<file path="src/rtl/acc_seq_pkg.sv">
package acc_seq_pkg;

  localparam int OP_W = 4;

  typedef enum logic [OP_W-1:0] {
    OP_LOAD  = 4'b0001,
    OP_STORE = 4'b0010,
    OP_ADD   = 4'b0101
  } opcode_e;

  typedef enum logic [3:0] {
    S_F_ADDR,
    S_F_WAIT,
    S_F_MBR,
    S_F_IR,
    S_X_DEC,
    S_X_WAIT,
    S_X_MBR,
    S_X_ACC,
    S_X_WR,
    S_I_SAVE,
    S_I_WR,
    S_HALT
  } seq_state_e;

  // Register-transfer strobes from control to datapath.
  typedef struct packed {
    logic marFromPc;
    logic marFromIr;
    logic marFromSave;
    logic mbrFromMem;
    logic mbrFromAc;
    logic mbrFromPc;
    logic irFromMbr;
    logic pcInc;
    logic pcFromVector;
    logic acFromMbr;
    logic acAddMbr;
    logic memWe;
  } ctrl_t;

endpackage

</file>
<file path="src/rtl/acc_seq_datapath.sv">
module acc_seq_datapath
  import acc_seq_pkg::*;
#(
  parameter int ADDR_W = 12,
  parameter logic [ADDR_W-1:0] START_ADDR = '0,
  parameter logic [ADDR_W-1:0] IRQ_VECTOR = '0,
  parameter logic [ADDR_W-1:0] SAVE_ADDR  = '0
) (
  input  logic                     clk,
  input  logic                     rstN,
  input  ctrl_t                    ctrl,
  input  logic [OP_W+ADDR_W-1:0]   memRdData,
  output logic [OP_W-1:0]          opcode,
  output logic [ADDR_W-1:0]        memAddr,
  output logic [OP_W+ADDR_W-1:0]   memWrData
);

  localparam int DATA_W = OP_W + ADDR_W;

  logic [ADDR_W-1:0] pcQ;
  logic [ADDR_W-1:0] marQ;
  logic [DATA_W-1:0] mbrQ;
  logic [DATA_W-1:0] irQ;
  logic [DATA_W-1:0] acQ;

  logic [ADDR_W-1:0] irAddr;
  logic [DATA_W-1:0] pcWide;

  assign irAddr = irQ[ADDR_W-1:0];
  assign opcode = irQ[DATA_W-1:ADDR_W];
  assign pcWide = {{OP_W{1'b0}}, pcQ};

  always_ff @(posedge clk) begin
    if (!rstN) begin
      pcQ <= START_ADDR;
    end else if (ctrl.pcFromVector) begin
      pcQ <= IRQ_VECTOR;
    end else if (ctrl.pcInc) begin
      pcQ <= pcQ + 1'b1;
    end
  end

  always_ff @(posedge clk) begin
    if (!rstN) begin
      marQ <= '0;
    end else if (ctrl.marFromPc) begin
      marQ <= pcQ;
    end else if (ctrl.marFromIr) begin
      marQ <= irAddr;
    end else if (ctrl.marFromSave) begin
      marQ <= SAVE_ADDR;
    end
  end

  always_ff @(posedge clk) begin
    if (!rstN) begin
      mbrQ <= '0;
    end else if (ctrl.mbrFromMem) begin
      mbrQ <= memRdData;
    end else if (ctrl.mbrFromAc) begin
      mbrQ <= acQ;
    end else if (ctrl.mbrFromPc) begin
      mbrQ <= pcWide;
    end
  end

  always_ff @(posedge clk) begin
    if (!rstN) begin
      irQ <= '0;
    end else if (ctrl.irFromMbr) begin
      irQ <= mbrQ;
    end
  end

  always_ff @(posedge clk) begin
    if (!rstN) begin
      acQ <= '0;
    end else if (ctrl.acFromMbr) begin
      acQ <= mbrQ;
    end else if (ctrl.acAddMbr) begin
      acQ <= acQ + mbrQ;
    end
  end

  assign memAddr   = marQ;
  assign memWrData = mbrQ;

endmodule

</file>
<file path="src/rtl/acc_seq_control.sv">
module acc_seq_control
  import acc_seq_pkg::*;
(
  input  logic            clk,
  input  logic            rstN,
  input  logic [OP_W-1:0] opcode,
  input  logic            irqReq,
  output ctrl_t           ctrl,
  output logic            irqAck,
  output logic            halted
);

  seq_state_e stateQ;
  seq_state_e stateD;

  logic isLoad;
  logic isStore;
  logic isAdd;

  assign isLoad  = (opcode == OP_LOAD);
  assign isStore = (opcode == OP_STORE);
  assign isAdd   = (opcode == OP_ADD);

  always_ff @(posedge clk) begin
    if (!rstN) begin
      stateQ <= S_F_ADDR;
    end else begin
      stateQ <= stateD;
    end
  end

  always_comb begin
    ctrl   = '0;
    stateD = stateQ;
    unique case (stateQ)
      S_F_ADDR: begin
        ctrl.marFromPc = 1'b1;
        stateD = S_F_WAIT;
      end
      S_F_WAIT: begin
        ctrl.pcInc = 1'b1;
        stateD = S_F_MBR;
      end
      S_F_MBR: begin
        ctrl.mbrFromMem = 1'b1;
        stateD = S_F_IR;
      end
      S_F_IR: begin
        ctrl.irFromMbr = 1'b1;
        stateD = S_X_DEC;
      end
      S_X_DEC: begin
        if (isLoad || isAdd) begin
          ctrl.marFromIr = 1'b1;
          stateD = S_X_WAIT;
        end else if (isStore) begin
          ctrl.marFromIr = 1'b1;
          ctrl.mbrFromAc = 1'b1;
          stateD = S_X_WR;
        end else begin
          stateD = S_HALT;
        end
      end
      S_X_WAIT: begin
        stateD = S_X_MBR;
      end
      S_X_MBR: begin
        ctrl.mbrFromMem = 1'b1;
        stateD = S_X_ACC;
      end
      S_X_ACC: begin
        ctrl.acFromMbr = isLoad;
        ctrl.acAddMbr  = isAdd;
        stateD = irqReq ? S_I_SAVE : S_F_ADDR;
      end
      S_X_WR: begin
        ctrl.memWe = 1'b1;
        stateD = irqReq ? S_I_SAVE : S_F_ADDR;
      end
      S_I_SAVE: begin
        ctrl.marFromSave = 1'b1;
        ctrl.mbrFromPc   = 1'b1;
        stateD = S_I_WR;
      end
      S_I_WR: begin
        ctrl.memWe        = 1'b1;
        ctrl.pcFromVector = 1'b1;
        stateD = S_F_ADDR;
      end
      S_HALT: begin
        stateD = S_HALT;
      end
      default: begin
        stateD = S_HALT;
      end
    endcase
  end

  assign irqAck = (stateQ == S_I_WR);
  assign halted = (stateQ == S_HALT);

endmodule

</file>
<file path="src/rtl/acc_seq_core.sv">
module acc_seq_core
  import acc_seq_pkg::*;
#(
  parameter int ADDR_W = 12,
  parameter logic [ADDR_W-1:0] START_ADDR = 12'h010,
  parameter logic [ADDR_W-1:0] IRQ_VECTOR = 12'h200,
  parameter logic [ADDR_W-1:0] SAVE_ADDR  = 12'h0FF
) (
  input  logic                    clk,
  input  logic                    rstN,
  input  logic [OP_W+ADDR_W-1:0]  memRdData,
  input  logic                    irqReq,
  output logic [ADDR_W-1:0]       memAddr,
  output logic [OP_W+ADDR_W-1:0]  memWrData,
  output logic                    memWe,
  output logic                    irqAck,
  output logic                    halted
);

  ctrl_t           ctrl;
  logic [OP_W-1:0] opcode;

  acc_seq_control u_control (
    .clk    (clk),
    .rstN   (rstN),
    .opcode (opcode),
    .irqReq (irqReq),
    .ctrl   (ctrl),
    .irqAck (irqAck),
    .halted (halted)
  );

  acc_seq_datapath #(
    .ADDR_W     (ADDR_W),
    .START_ADDR (START_ADDR),
    .IRQ_VECTOR (IRQ_VECTOR),
    .SAVE_ADDR  (SAVE_ADDR)
  ) u_datapath (
    .clk       (clk),
    .rstN      (rstN),
    .ctrl      (ctrl),
    .memRdData (memRdData),
    .opcode    (opcode),
    .memAddr   (memAddr),
    .memWrData (memWrData)
  );

  assign memWe = ctrl.memWe;

endmodule

</file>
<file path="config.mk">
export PLATFORM = sky130hd
export DESIGN_NAME = acc_seq_core
export DESIGN_NICKNAME = d
export VERILOG_FILES = /design/src/rtl/acc_seq_pkg.sv /design/src/rtl/acc_seq_datapath.sv /design/src/rtl/acc_seq_control.sv /design/src/rtl/acc_seq_core.sv
export SDC_FILE = /design/constraint.sdc
export NUM_CORES = 1
export LEC_CHECK = 0
export BUFFER_PORTS_ARGS = -buffer_cell sky130_fd_sc_hd__buf_2
export CORE_MARGIN = 2
export CORE_UTILIZATION = 53
export DETAILED_ROUTE_END_ITERATION = 10
export PLACE_DENSITY = 0.76
export SYNTH_ARGS = -nofsm -noshare
export SYNTH_HDL_FRONTEND = slang
export SYNTH_SLANG_ARGS = --single-unit
</file>
<file path="constraint.sdc">
create_clock -name clk -period 1.9 [get_ports clk]
set_input_delay 0.095 -clock clk [delete_from_list [all_inputs] [get_ports clk]]
set_output_delay 0.095 -clock clk [all_outputs]
set_load 0.05 [all_outputs]
</file>
# Yosys cells after proc, flatten, opt, wreduce, memory -nomap -nowiden
# Cells that the tools add are included.
totals:
  ff_bits: 76
  output_inout_bits: 31
  input_bits: 19
  wordCells: 61
op_classes:
  n_bitwise: 1
  add_sub_neg: 2
  n_reduce_logical: 10
  n_eq_ne: 14
  n_mux: 27
ops:
  columns: ["op", "n"]
  rows:
  - ["two-way mux 16 bit", 5]
  - ["one-hot mux 4 bit (10 select lines)", 1]
  - ["two-way mux 12 bit", 3]
  - ["== test 4 x 3 -> 1 bit (second input constant)", 5]
  - ["two-way mux 10 bit", 2]
  - ["adder 16 bit", 1]
  - ["== test 4 bit (second input constant)", 4]
  - ["adder 12 x 1 -> 12 bit (second input constant)", 1]
  - ["== test 4 x 2 -> 1 bit (second input constant)", 3]
  - ["two-way mux 1 bit", 12]
  - ["== test 4 x 1 -> 1 bit (second input constant)", 2]
  - ["two-way mux 4 bit", 2]
  - ["OR reduction 2 bit", 4]
  - ["nonzero test 3 bit", 2]
  - ["logical NOT 4 bit", 1]
  - ["two-way mux 2 bit", 2]
  - ["nonzero test 2 bit", 2]
  - ["logical OR 1 bit", 1]
  - ["inverter 1 bit", 1]

# Logic depth before layout (Yosys ltp)
# Gate-level depths: netlist of run 1.
depth:
  ltp_word: 6
  depth_mapped: 9
  ltp_nobuf: 8

# Hierarchy
# From an unflattened synthesis of run 1, not the netlist that was laid out.
hier_totals:
  cells_unflattened: 546
  hier_area_um2: 4483.0
modules_own_cells:
  columns: ["mod", "cells_each", "area_each_um2", "n_inst"]
  rows:
  - ["acc_seq_datapath", 496, 4092.7, 1]
  - ["acc_seq_control", 50, 390.4, 1]

# Worst setup path after synthesis of run 1
# Ideal clock, no wire load.
synth_timing:
  kind: "register to register"
  startpoint: "register u_datapath.mbrQ[10], in the netlist u_datapath.memWrData[10]"
  endpoint: "register u_datapath.acQ[15]"
  path_stages_with_launch: 9
  arrival_ns: 2.331
  period_less_slack_ns: 2.451
  setup_slack_ns: -0.551
  t_required_ns: 1.780
  n_path_buf: 1
  setup_time_ns: 0.120
  path_cell_list: "dfxtp_1 > ha_1 > buf_6 > a21o_1 > o21bai_1 > a221o_1 > a21o_1 > a22o_1 > o31a_1"
synth_via:
  elab_chain_len: 3
synth_lines:
  columns: ["item", "line_no", "text"]
  rows:
  - ["from (decl)", "acc_seq_datapath.sv:22", "logic [DATA_W-1:0] mbrQ;"]
  - ["from (signal assigned)", "acc_seq_datapath.sv:59", "mbrQ <= memRdData;"]
  - ["from (signal assigned)", "acc_seq_datapath.sv:61", "mbrQ <= acQ;"]
  - ["from (signal assigned)", "acc_seq_datapath.sv:63", "mbrQ <= pcWide;"]
  - ["adder 16 bit", "acc_seq_datapath.sv:81", "acQ <= acQ + mbrQ;"]
  - ["two-way mux 16 bit", "acc_seq_datapath.sv:80", "end else if (ctrl.acAddMbr) begin"]
  - ["two-way mux 16 bit", "acc_seq_datapath.sv:78", "end else if (ctrl.acFromMbr) begin"]
  - ["to (signal assigned)", "acc_seq_datapath.sv:79", "acQ <= mbrQ;"]
  - ["to (signal assigned)", "acc_seq_datapath.sv:81", null]
  - ["to (decl)", "acc_seq_datapath.sv:24", "logic [DATA_W-1:0] acQ;"]
# Every way passes these cells. The select of a mux whose other input is x is not followed.
# A chain may end at the register's enable or synchronous reset.

# Worst setup path in the final report of run 1
layout_timing:
  startpoint: "register u_datapath.acQ[10]"
  endpoint: "register u_datapath.acQ[15]"
layout_via:
  elab_chain_len: 3
layout_lines:
  columns: ["item", "line_no"]
  rows:
  - ["adder 16 bit", "acc_seq_datapath.sv:81"]
  - ["two-way mux 16 bit", "acc_seq_datapath.sv:80"]
  - ["two-way mux 16 bit", "acc_seq_datapath.sv:78"]
# Every way passes these cells. The select of a mux whose other input is x is not followed.

==> summary.md, run 1 <==
| Metric | Value |
|---|---|
| Detail Route Antenna Nets | 0 |
| Wire length of the first global-routing pass | 20.1 mm |
| CTS Root Buffer Type | clkbuf_8 |
| Horizontal die dimension | about 94 um |
| Count of input and output buffers | 49 |
| Critical path required time | about 2.2 ns |
| Post-DP HPWL | a little under 9 mm |
| Setup slack of the critical path after layout | -0.0624 ns |
| Clock Sinks | 76 |
| Setup total negative slack | -0.148 ns |
| Area of the placeable core | slightly below 8000 um2 |
| Count of pins on the block boundary | 50 |
| Main flop type after synthesis | dfxtp_1 |
| Library cell occupying the most area in the post-synthesis netlist | dfxtp_1 |
| Share of the clock period used by the worst path | 1.03 |
| Total DRC errors in the routed layout | 0 |
| Final layout net count | 665 |
| Path class of the lowest-slack min-delay path | primary input to flop |
| Tightest slew margin relative to the limit | 0.589 |
| Die height | between 90 and 100 um |
| Failing checks | setup timing |
| Ratio of total power to cell area | 642 nW/um2 |
| Final Instance Count excl. Fillers | 735 |
| Synthesized flop and latch total | 76 |
| Tightest Pin Transition | between 0.6 and 0.7 ns |
| Number of antenna repair diodes | 0 |
| Critical Setup Path Class | flop to flop |
| Total power after layout | between 0.003 and 0.004 W |
| Top post-synthesis cells by area | dfxtp_1, nand2_1, mux2i_1 |
| Worst Path Max Fanout | 2 |
| Clock latency on the worst-skew pair | between 0.3 and 0.4 ns |
| Type of element capturing the critical path | flop |
| EDFF count, synth | 0 |
| Final critical path time including I/O delays and setup | just under 2 ns |
| Final Slew Violations | 0 |
| Cts bufs inserted | 9 |
| Detail-routed via count per cell | slightly below 6 |
| Wire per inst | 16.8 um |
| Violation count after the first detailed-routing iteration | about 250 |
| Post-Synthesis Net Count | roughly 560 |
| Setup slack of the most critical reg-to-reg path | -0.06 ns |
| MaxCap Viol Count | 0 |
| Worst Clk Skew | between 0.008 and 0.009 ns |
| Initial Utilization | 0.552 |
| Netlist area before placement | roughly 4300 um2 |
| Share of final-layout standard cells stronger than drive strength 1 | 0.329 |
| Post-synthesis instance total | about 520 |
| Count of placed standard cells including taps | 714 |
| Final wirelength | between 10 and 15 mm |
| Endpoints failing hold | 0 |
| TritonRoute pass-1 iters | 5 |
| Antenna violations before repair | 0 |
| Gpl congestion | 0.923 |
| Portion of the post-synthesis area used by sequential elements | 0.353 |
| Routed vias | between 4,000 and 5,000 |
| LEAKAGE | approximately 2.5 nW |
| Fraction of synthesis flops using an asynchronous set or reset pin | 0 |
| Design area | approximately 5700 um2 |
| Achievable frequency | roughly 0.5 GHz |
| Number of global-route vias before repair | ~4,200 |
| Setup repair after global routing missed its margin | yes |
| Row Count | 32 |
| Syn. warnings | 0 |
| Per-instance average area after synthesis | 8.24 um2 |
| Fraction of post-synthesis cell area in the top cell type by area | 0.353 |
| Status | finished, violations left |
| Worst-case reg-to-reg path depth | 7 |
| Crit start category | flop |
| Clock edge transition at the registers on the reported setup and hold paths | 0.08 ns |
| Hold Path Stages | 3 |
| Full die area | approximately 8900 um2 |
| Maximum number of pins on one net before global-route repair | 36 |
| Placement-stage cell area | 5200 um2 |
| Worst Path Arrival | between 2 and 2.5 ns |
| Area growth, synth to finish | 31.6% |
| Clk buf depth | 2 |
| Level count of the clock H-tree | 3 |
| Number of buffers added to fix hold violations after cts | 0 |
| Peak VDD IR | between 0.0004 and 0.0005 V |
| Setup-failing EPs final | 5 |
| Number of library cell types mapped by synthesis | 63 |
| GR Util All Layers | 0.287 |
| Remaining global-route overflow | 0 |
| CTS tree | built |
[where the power goes]
group / internal, W / total (W) / leakage, nW / switching (W)
registers: 0.00164 / 0.00168 / 0.627 / 0.0000470
clock network: 0.000683 / 0.00133 / 0.108 / 0.000643
logic: 0.000232 / 0.000627 / 1.72 / 0.000395
[routing by layer]
| layer | global-route usage | share of wire | vias to the layer above |
|---|---|---|---|
| li1 | - | - | 2077 |
| met1 | 0.346 | 0.41 | 2064 |
| met2 | 0.515 | 0.52 | 153 |
| met3 | 0.0385 | 0.051 | 26 |
| met4 | 0.106 | 0.023 | 0 |
| met5 | 0 | 0 | - |
[synthesized netlist by cell type, types with 11 or more instances]
master / count
a21boi_1: 18
nand2_1: 100
ha_1: 16
o21ai_0: 25
nor2_1: 39
a21oi_1: 21
mux2i_1: 21
xnor2_1: 11
nor2b_1: 13
dfxtp_1: 76
a21boi_0: 12
xor2_1: 12
clkbuf_1: 23
[worst max-delay path, cell delays in order, from the launching register on]
cell and delay (ns):
dfxtp_2 0.35, ha_4 0.23, a21o_1 0.17, o21bai_4 0.17
a221o_1 0.34, a21o_1 0.19, a22o_1 0.18, o31a_1 0.23
[repair_timing]
item / in CTS / in global routing
gates resized for setup: 24 / 21
endpoints found under the setup margin: 19 / 35
gates cloned: 0 / 0
hold endpoints to repair: 0 / 0
buffers inserted: 2 / 4
pin swaps: 17 / 22
[through the flow]
step	setup WS (ns)	util	hold slack, ns
2_1_floorplan	-0.220	-	0.286
3_3_place_gp	-0.0464	0.666	0.376
3_5_place_dp	-0.0913	0.666	0.390
4_1_cts	-0.0654	0.711	0.0312
5_1_grt	-0.118	0.726	0.0535
6_report	-0.0624	0.726	0.0290
[placed cells by master, fill, tap and decap left out, types with 3 or more instances in the layout]
master    netlist  layout
inv_1           9       9
o21ai_1         4       8
nor3_2          2       3
nand3_1         7       7
nand2_1       100      99
a21oi_1        21      16
a31oi_1         7       7
a21boi_1       18      18
buf_2           5      49
xor2_1         12      11
buf_4           1      76
o21ai_0        25      20
nor2b_1        13      11
xnor2_1        11      11
dfxtp_4         0       5
clkbuf_8        0       9
dfxtp_2         0      16
ha_1           16       8
a21boi_0       12      12
nor3_1          5       4
nor2_1         39      37
o211ai_1        6       6
a21oi_2         1       5
nand4_1         4       4
ha_4            0       8
buf_6           2       3
mux2i_1        21      21
o211a_1         5       5
or3_1           4       4
nand2b_1        5       5
a222oi_1        9       9
o221ai_1        8       7
a21o_1          5       5
dfxtp_1        76      55
nor4_1          3       3
[logic make-up after synthesis]
group,count (synthesis),share of synthesized area
multiplexers,21,0.0488
buffers and inverters,44,0.0441
flip-flops,76,0.353
AO/OA/AOI/OAI,144,0.238
adder cells (fa/ha/maj),17,0.0511
AND/OR/NAND/NOR,198,0.218
XOR/XNOR,23,0.0468
[path summary, 6_finish.rpt]
kind | from | endpoint
setup / recovery | u_datapath.acQ[10]$_SDFFE_PN0P_ | u_datapath.acQ[15]$_SDFFE_PN0P_
hold / removal | memRdData[15] | u_datapath.memWrData[15]$_SDFFE_PN0P_
setup reg to reg | u_datapath.acQ[10]$_SDFFE_PN0P_ | u_datapath.acQ[15]$_SDFFE_PN0P_
hold reg to reg | u_datapath.irQ[6]$_SDFFE_PN0P_ | u_datapath.irQ[6]$_SDFFE_PN0P_
[sequential cells by signal, summed over array words and instances (netlist names)]
name                  cells
u_datapath.memAddr       12
u_datapath.acQ           16
u_datapath.pcQ           12
u_datapath.irQ           16
u_datapath.memWrData     16
u_control.stateQ          4
[area by class of cell]
type	instances	area, um2
Fill cell	609	2140
Sequential cell	76	1560
Multi-Input combinational cell	403	2850
Clock inverter	5	58.8
Timing Repair Buffer	130	890
Clock buffer	10	149
Tap cell	102	128
Inverter	9	33.8
Note: power is estimated with default switching activity, not from simulation.
==> run 2, diff against run 1 <==
--- a/config.mk
+++ b/config.mk
@@ -6,10 +6,10 @@
 export NUM_CORES = 1
 export LEC_CHECK = 0
 export BUFFER_PORTS_ARGS = -buffer_cell sky130_fd_sc_hd__buf_2
-export CORE_MARGIN = 2
+export CORE_MARGIN = 5
 export CORE_UTILIZATION = 53
 export DETAILED_ROUTE_END_ITERATION = 10
-export PLACE_DENSITY = 0.76
+export PLACE_DENSITY_LB_ADDON = 0.1
 export SYNTH_ARGS = -nofsm -noshare
 export SYNTH_HDL_FRONTEND = slang
 export SYNTH_SLANG_ARGS = --single-unit
==> summary.md, run 2 (same netlist as run 1, synthesis figures left out) <==
| Metric | Value |
|---|---|
| Clk buf depth | 2 |
| Endpoints failing hold | 0 |
| Pre-CTS worst setup slack | -0.0900 ns |
| CP bufs+invs | 0 |
| Antenna violations before repair | 0 |
| Share of the clock period used by the worst path | 1.04 |
| Path class of the lowest-slack min-delay path | primary input to flop |
| Level count of the clock H-tree | 3 |
| Count of input and output buffers | just under 50 |
| Capture instance of the worst register-to-register path | u_datapath.acQ[15]$_SDFFE_PN0P_ |
| Post-DP HPWL | ~8.9 mm |
| Final wirelength | between 10 and 15 mm |
| Final critical path time including I/O delays and setup | a little under 2 ns |
| Detail Route Antenna Nets | 0 |
| Clock edge transition at the registers on the reported setup and hold paths | 0.09 ns |
| Number of antenna repair diodes | 0 |
| Type of element capturing the critical path | flop |
| Most used cell, CP | a21o_1 |
| Horizontal die dimension | ~100 um |
| Crit path max-delay family | compound AO/OA/AOI/OAI gates |
| TritonRoute pass-1 iters | 7 |
| Setup slack of the critical path after layout | -0.0778 ns |
| CTS tree | built |
| Tightest slew margin relative to the limit | 0.602 |
| Worst Path Arrival | 2.23 ns |
| Count of pins on the block boundary | 50 |
| MaxCap Viol Count | 0 |
| Critical Setup Path Class | flop to flop |
| Placement-stage cell area | 5130 um2 |
| Design area | between 5000 and 6000 um2 |
| Achievable frequency | slightly above 0.5 GHz |
| Tightest Pin Transition | just under 0.6 ns |
| Row Count | 32 |
| Worst Path Max Fanout | 2 |
| Wire length of the first global-routing pass | between 20 and 25 mm |
| Longest individual stage delay on the worst path | roughly 0.36 ns |
| GR Util All Layers | 0.255 |
| CTS Root Buffer Type | clkbuf_8 |
| Routed vias | 4,212 |
| Crit-path cells | ha_4 > a21o_1 > o21bai_4 > a221o_1 > a21o_1 > a22o_1 > o31a_1 |
| Detail-routed via count per cell | just under 6 |
| Area of the placeable core | 7810 um2 |
| Launch point of the worst path | u_datapath.acQ[10]$_SDFFE_PN0P_ |
| Violation count after the first detailed-routing iteration | between 200 and 250 |
| LEAKAGE | ~2.3 nW |
| Most used cells in the layout excluding fill and tap cells | nand2_1, buf_4, dfxtp_1 |
| Initial Utilization | 0.552 |
| Ratio of total power to cell area | 632 nW/um2 |
| Total DRC errors in the routed layout | 0 |
| Clock latency on the worst-skew pair | 0.37 ns |
| Total power after layout | between 0.003 and 0.004 W |
| Max stage delay cell, worst path | a221o_1 |
| Remaining global-route overflow | 0 |
| Gpl congestion | 0.929 |
| Cts bufs inserted | 9 |
| Endpoint of the most critical setup path | u_datapath.acQ[15]$_SDFFE_PN0P_ |
| Number of buffers added to fix hold violations after cts | 0 |
| Number of stages on the worst setup path | 7 |
| Worst Clk Skew | 0.0148 ns |
| Maximum number of pins on one net before global-route repair | 31 |
| Setup repair after global routing missed its margin | yes |
| Crit start category | flop |
| Wire per inst | between 15 and 20 um |
| Failing checks | setup timing |
| Setup-failing EPs final | 3 |
| FF-to-FF Start | u_datapath.acQ[10]$_SDFFE_PN0P_ |
| Commonest non-fill, non-tap cell in the layout | nand2_1 |
| Number of global-route vias before repair | 4,098 |
| Share of final-layout standard cells stronger than drive strength 1 | 0.317 |
| Final layout net count | about 650 |
| Peak VDD IR | about 0.00043 V |
| Status | finished, violations left |
| Final Slew Violations | 0 |
| Setup slack of the most critical reg-to-reg path | -0.08 ns |
| Die height | about 100 um |
| Critical path required time | around 2.2 ns |
| Worst-case reg-to-reg path depth | 7 |
| Clock Sinks | between 70 and 80 |
| Full die area | 10,000 um2 |
| Setup total negative slack | -0.106 ns |
| Area growth, synth to finish | 27.8% |
## run 2: cell count changes in the layout (fill, tap and decap cells not counted), sizes merged
cell      before  now
clkinvlp       0    2
inv           10   14
clkbuf        10    9
clkinv         3    0
buf          130  118
bufinv         1    0
## run 2: layout make-up
class                   count  area (um2)
clock buffers               9         124
inverters                   9        33.8
multi-input cells         403        2820
flip-flops and latches     76        1560
fillers                   632        2300
repair buffers            118         782
clock inverters             7        56.3
well taps                 102         128
## run 2: timing repair
action / CTS / global route
gates resized for setup: 14 / 26
setup endpoints to repair: 8 / 31
endpoints found under the hold margin: 0 / 0
pin swaps: 11 / 19
setup buffers: 1 / 0
## run 2: how the worst min path moves through the flow
stage / startpoint / depth (start not counted) / end / slack, ns
after floorplan: memRdData[13] / 2 / u_datapath.memWrData[13]$_SDFFE_PN0P_ / 0.29
after global placement: memRdData[14] / 3 / u_datapath.memWrData[14]$_SDFFE_PN0P_ / 0.38
after detailed placement: memRdData[14] / 3 / u_datapath.memWrData[14]$_SDFFE_PN0P_ / 0.39
after CTS: memRdData[14] / 3 / u_datapath.memWrData[14]$_SDFFE_PN0P_ / 0.02
after global routing: memRdData[15] / 3 / u_datapath.memWrData[15]$_SDFFE_PN0P_ / 0.03
final: memRdData[14] / 3 / u_datapath.memWrData[14]$_SDFFE_PN0P_ / 0.02
## run 2: worst min-delay path, delay by kind of cell
kind	cells	cell delay, ns
AND/OR/NAND/NOR	1	0.10
AO/OA/AOI/OAI	1	0.08
buffers and inverters	1	0.08
## run 2: metal layers
metal | global-route usage | wire length (um) | vias up
met2 | 0.414 | 5940 | 119
met1 | 0.340 | 5840 | 2024
met3 | 0.0396 | 603 | 17
met4 | 0.0953 | 195 | 0
met5 | 0 | 0 | -
li1 | - | - | 2052
## run 2: power by group
part | internal (W) | switching [W]
Combinational | 0.000218 | 0.000393
Clock | 0.000493 | 0.000693
Sequential | 0.00164 | 0.0000440
Total | 0.00235 | 0.00113
## run 2: metrics by stage
stage,util,hold slack [ns],cells
2_1_floorplan,-,0.286,523
4_1_cts,0.693,0.0172,724
6_report,0.705,0.0230,724
3_3_place_gp,0.657,0.376,707
3_5_place_dp,0.657,0.395,707
5_1_grt,0.705,0.0307,724
==> run 3, diff against run 2 <==
--- a/config.mk
+++ b/config.mk
@@ -9,7 +9,7 @@
 export CORE_MARGIN = 5
 export CORE_UTILIZATION = 53
 export DETAILED_ROUTE_END_ITERATION = 10
-export PLACE_DENSITY_LB_ADDON = 0.1
+export PLACE_DENSITY_LB_ADDON = 0.08
 export SYNTH_ARGS = -nofsm -noshare
 export SYNTH_HDL_FRONTEND = slang
 export SYNTH_SLANG_ARGS = --single-unit
==> summary.md, run 3 (same netlist as run 1, synthesis figures left out) <==
| Metric | Value |
|---|---|
| Start point of the worst min-delay path | memRdData[15] |
| Count of placed standard cells including taps | between 700 and 800 |
| Critical path required time | between 2 and 2.5 ns |
| Full die area | 10,000 um2 |
| CTS Root Buffer Type | clkbuf_8 |
| Failing checks | setup timing |
| Post-DP HPWL | 8.93 mm |
| Final wirelength | between 10 and 15 mm |
| MaxCap Viol Count | 0 |
| Number of buffers added to fix hold violations after cts | 0 |
| Launch point of the worst path | u_datapath.acQ[10]$_SDFFE_PN0P_ |
| Share of final-layout standard cells stronger than drive strength 1 | 0.323 |
| Tightest Pin Transition | about 0.63 ns |
| Detail Route Antenna Nets | 0 |
| FF-to-FF Start | u_datapath.acQ[10]$_SDFFE_PN0P_ |
| Filler Cell Count | roughly 620 |
| Setup-failing EPs final | 3 |
| Share of the clock period used by the worst path | 1.04 |
| Cts bufs inserted | 9 |
| CTS tree | built |
| Setup slack of the most critical reg-to-reg path | -0.08 ns |
| Clock edge transition at the registers on the reported setup and hold paths | 0.09 ns |
| Final Instance Count excl. Fillers | 730 |
| Capture instance of the worst register-to-register path | u_datapath.acQ[15]$_SDFFE_PN0P_ |
| Die height | ~100 um |
| Area of the placeable core | approximately 8000 um2 |
| Total DRC errors in the routed layout | 0 |
| Final layout net count | approximately 660 |
| Violation count after the first detailed-routing iteration | approximately 310 |
| Type of element capturing the critical path | flop |
| Status | finished, violations left |
| Initial Utilization | 0.552 |
| Setup total negative slack | -0.141 ns |
| Worst Path Max Fanout | 2 |
| Final Slew Violations | 0 |
| Switching power summed over all nets | ~0.0011 W |
| Proportion of power drawn by flip-flops and latches | 0.467 |
| Wire per inst | about 17 um |
| Maximum number of pins on one net before global-route repair | 31 |
| Detail-routed via count per cell | 5.82 |
| Number of antenna repair diodes | 0 |
| Remaining global-route overflow | 0 |
| Worst-case reg-to-reg path depth | 7 |
| LEAKAGE | ~2.4 nW |
| Routed vias | approximately 4,300 |
| Final critical path time including I/O delays and setup | around 2 ns |
| Critical Setup Path Class | flop to flop |
| Tightest slew margin relative to the limit | 0.578 |
| Path class of the lowest-slack min-delay path | primary input to flop |
| Horizontal die dimension | 100 um |
| Total power after layout | around 0.0036 W |
| Commonest non-fill, non-tap cell in the layout | nand2_1 |
| Level count of the clock H-tree | 3 |
| Row Count | 32 |
| Area growth, synth to finish | 29.7% |
| TritonRoute pass-1 iters | 5 |
| Antenna violations before repair | 0 |
| Clock share of power | 0.361 |
| Clock latency on the worst-skew pair | between 0.3 and 0.4 ns |
| Combinational power share | 0.172 |
| Endpoint of the most critical setup path | u_datapath.acQ[15]$_SDFFE_PN0P_ |
| Ratio of total power to cell area | between 600 and 700 nW/um2 |
| Worst Path Arrival | roughly 2.2 ns |
| Setup slack of the critical path after layout | -0.0813 ns |
| Clk buf depth | 2 |
| Achievable frequency | ~0.50 GHz |
| Setup repair after global routing missed its margin | yes |
| Gpl congestion | ~0.85 |
| Count of pins on the block boundary | 50 |
| Peak VDD IR | about 0.00033 V |
| GR Util All Layers | 0.245 |
| Most used cells in the layout excluding fill and tap cells | nand2_1, buf_4, dfxtp_1 |
| Cell-internal power | 0.00249 W |
| Crit start category | flop |
| Number of global-route vias before repair | approximately 3,900 |
| Endpoints failing hold | 0 |
| Sw frac | 0.308 |
| Wire length of the first global-routing pass | around 20 mm |
| Count of input and output buffers | roughly 50 |
| Worst Clk Skew | about 0.012 ns |
| Clock Sinks | 76 |
run 3: cell type report:
type / count / area [um2] / area share
repair buffers: 124 / 843 / 0.151
multi-input cells: 403 / 2820 / 0.504
clock inverters: 7 / 80.1 / 0.0143
well taps: 102 / 128 / 0.0228
inverters: 9 / 33.8 / 0.00605
flip-flops and latches: 76 / 1560 / 0.279
clock buffers: 9 / 124 / 0.0222
run 3: worst min-delay path by stage:
| stage | to | slack, ns | cells after the start |
|---|---|---|---|
| 5_1_grt | u_datapath.pcQ[4]$_SDFFE_PN1P_ | 0.06 | 2 |
| 6_report | u_datapath.memWrData[15]$_SDFFE_PN0P_ | 0.06 | 3 |
| 4_1_cts | u_datapath.pcQ[4]$_SDFFE_PN1P_ | 0.04 | 2 |
| 3_5_place_dp | u_datapath.memWrData[12]$_SDFFE_PN0P_ | 0.42 | 3 |
| 2_1_floorplan | u_datapath.memWrData[13]$_SDFFE_PN0P_ | 0.29 | 2 |
| 3_3_place_gp | u_datapath.memWrData[15]$_SDFFE_PN0P_ | 0.38 | 3 |
run 3: timing repair:
action / 4_1_cts / 5_1_grt
resized for setup: 11 / 31
endpoints found under the hold margin: 0 / 0
endpoints found under the setup margin: 8 / 35
setup buffers: 4 / 6
pin swaps: 9 / 26
run 3: routing by layer:
metal  vias to the layer above  wire length (um)  global-route usage  share of wire
li1                       2070                 -                   -              -
met1                      2041              5700               0.335           0.46
met3                        15               726              0.0341          0.058
met2                       125              5910               0.401           0.47
met5                         -                 0                   0              0
met4                         0               172              0.0777          0.014
run 3: power groups by stage:
stage / sequential, W / clock [W] / combinational (W)
finish: 0.00168 / 0.00130 / 0.000619
floorplan: 0.00183 / 0 / 0.000283
global route: 0.00169 / 0.00138 / 0.000664
CTS: 0.00168 / 0.00132 / 0.000608
global placement: 0.00171 / 0 / 0.000592
detailed placement: 0.00171 / 0 / 0.000600
run 3: critical path: stages, from the launching register on:
cell      delay [ns]
dfxtp_2         0.34
ha_4            0.24
a21o_1          0.17
o21bai_4        0.17
a221o_1         0.37
a21o_1          0.19
a22o_1          0.18
o31a_1          0.23
run 3: metrics by stage:
step	hold WS, ns	setup WS (ns)	area, um2	utilization
floorplan	0.286	-0.220	4390	-
global route	0.0556	-0.146	5590	0.716
finish	0.0575	-0.0813	5590	0.716
CTS	0.0442	-0.0607	5440	0.696
detailed placement	0.417	-0.0961	5130	0.657
global placement	0.384	-0.0475	5130	0.657
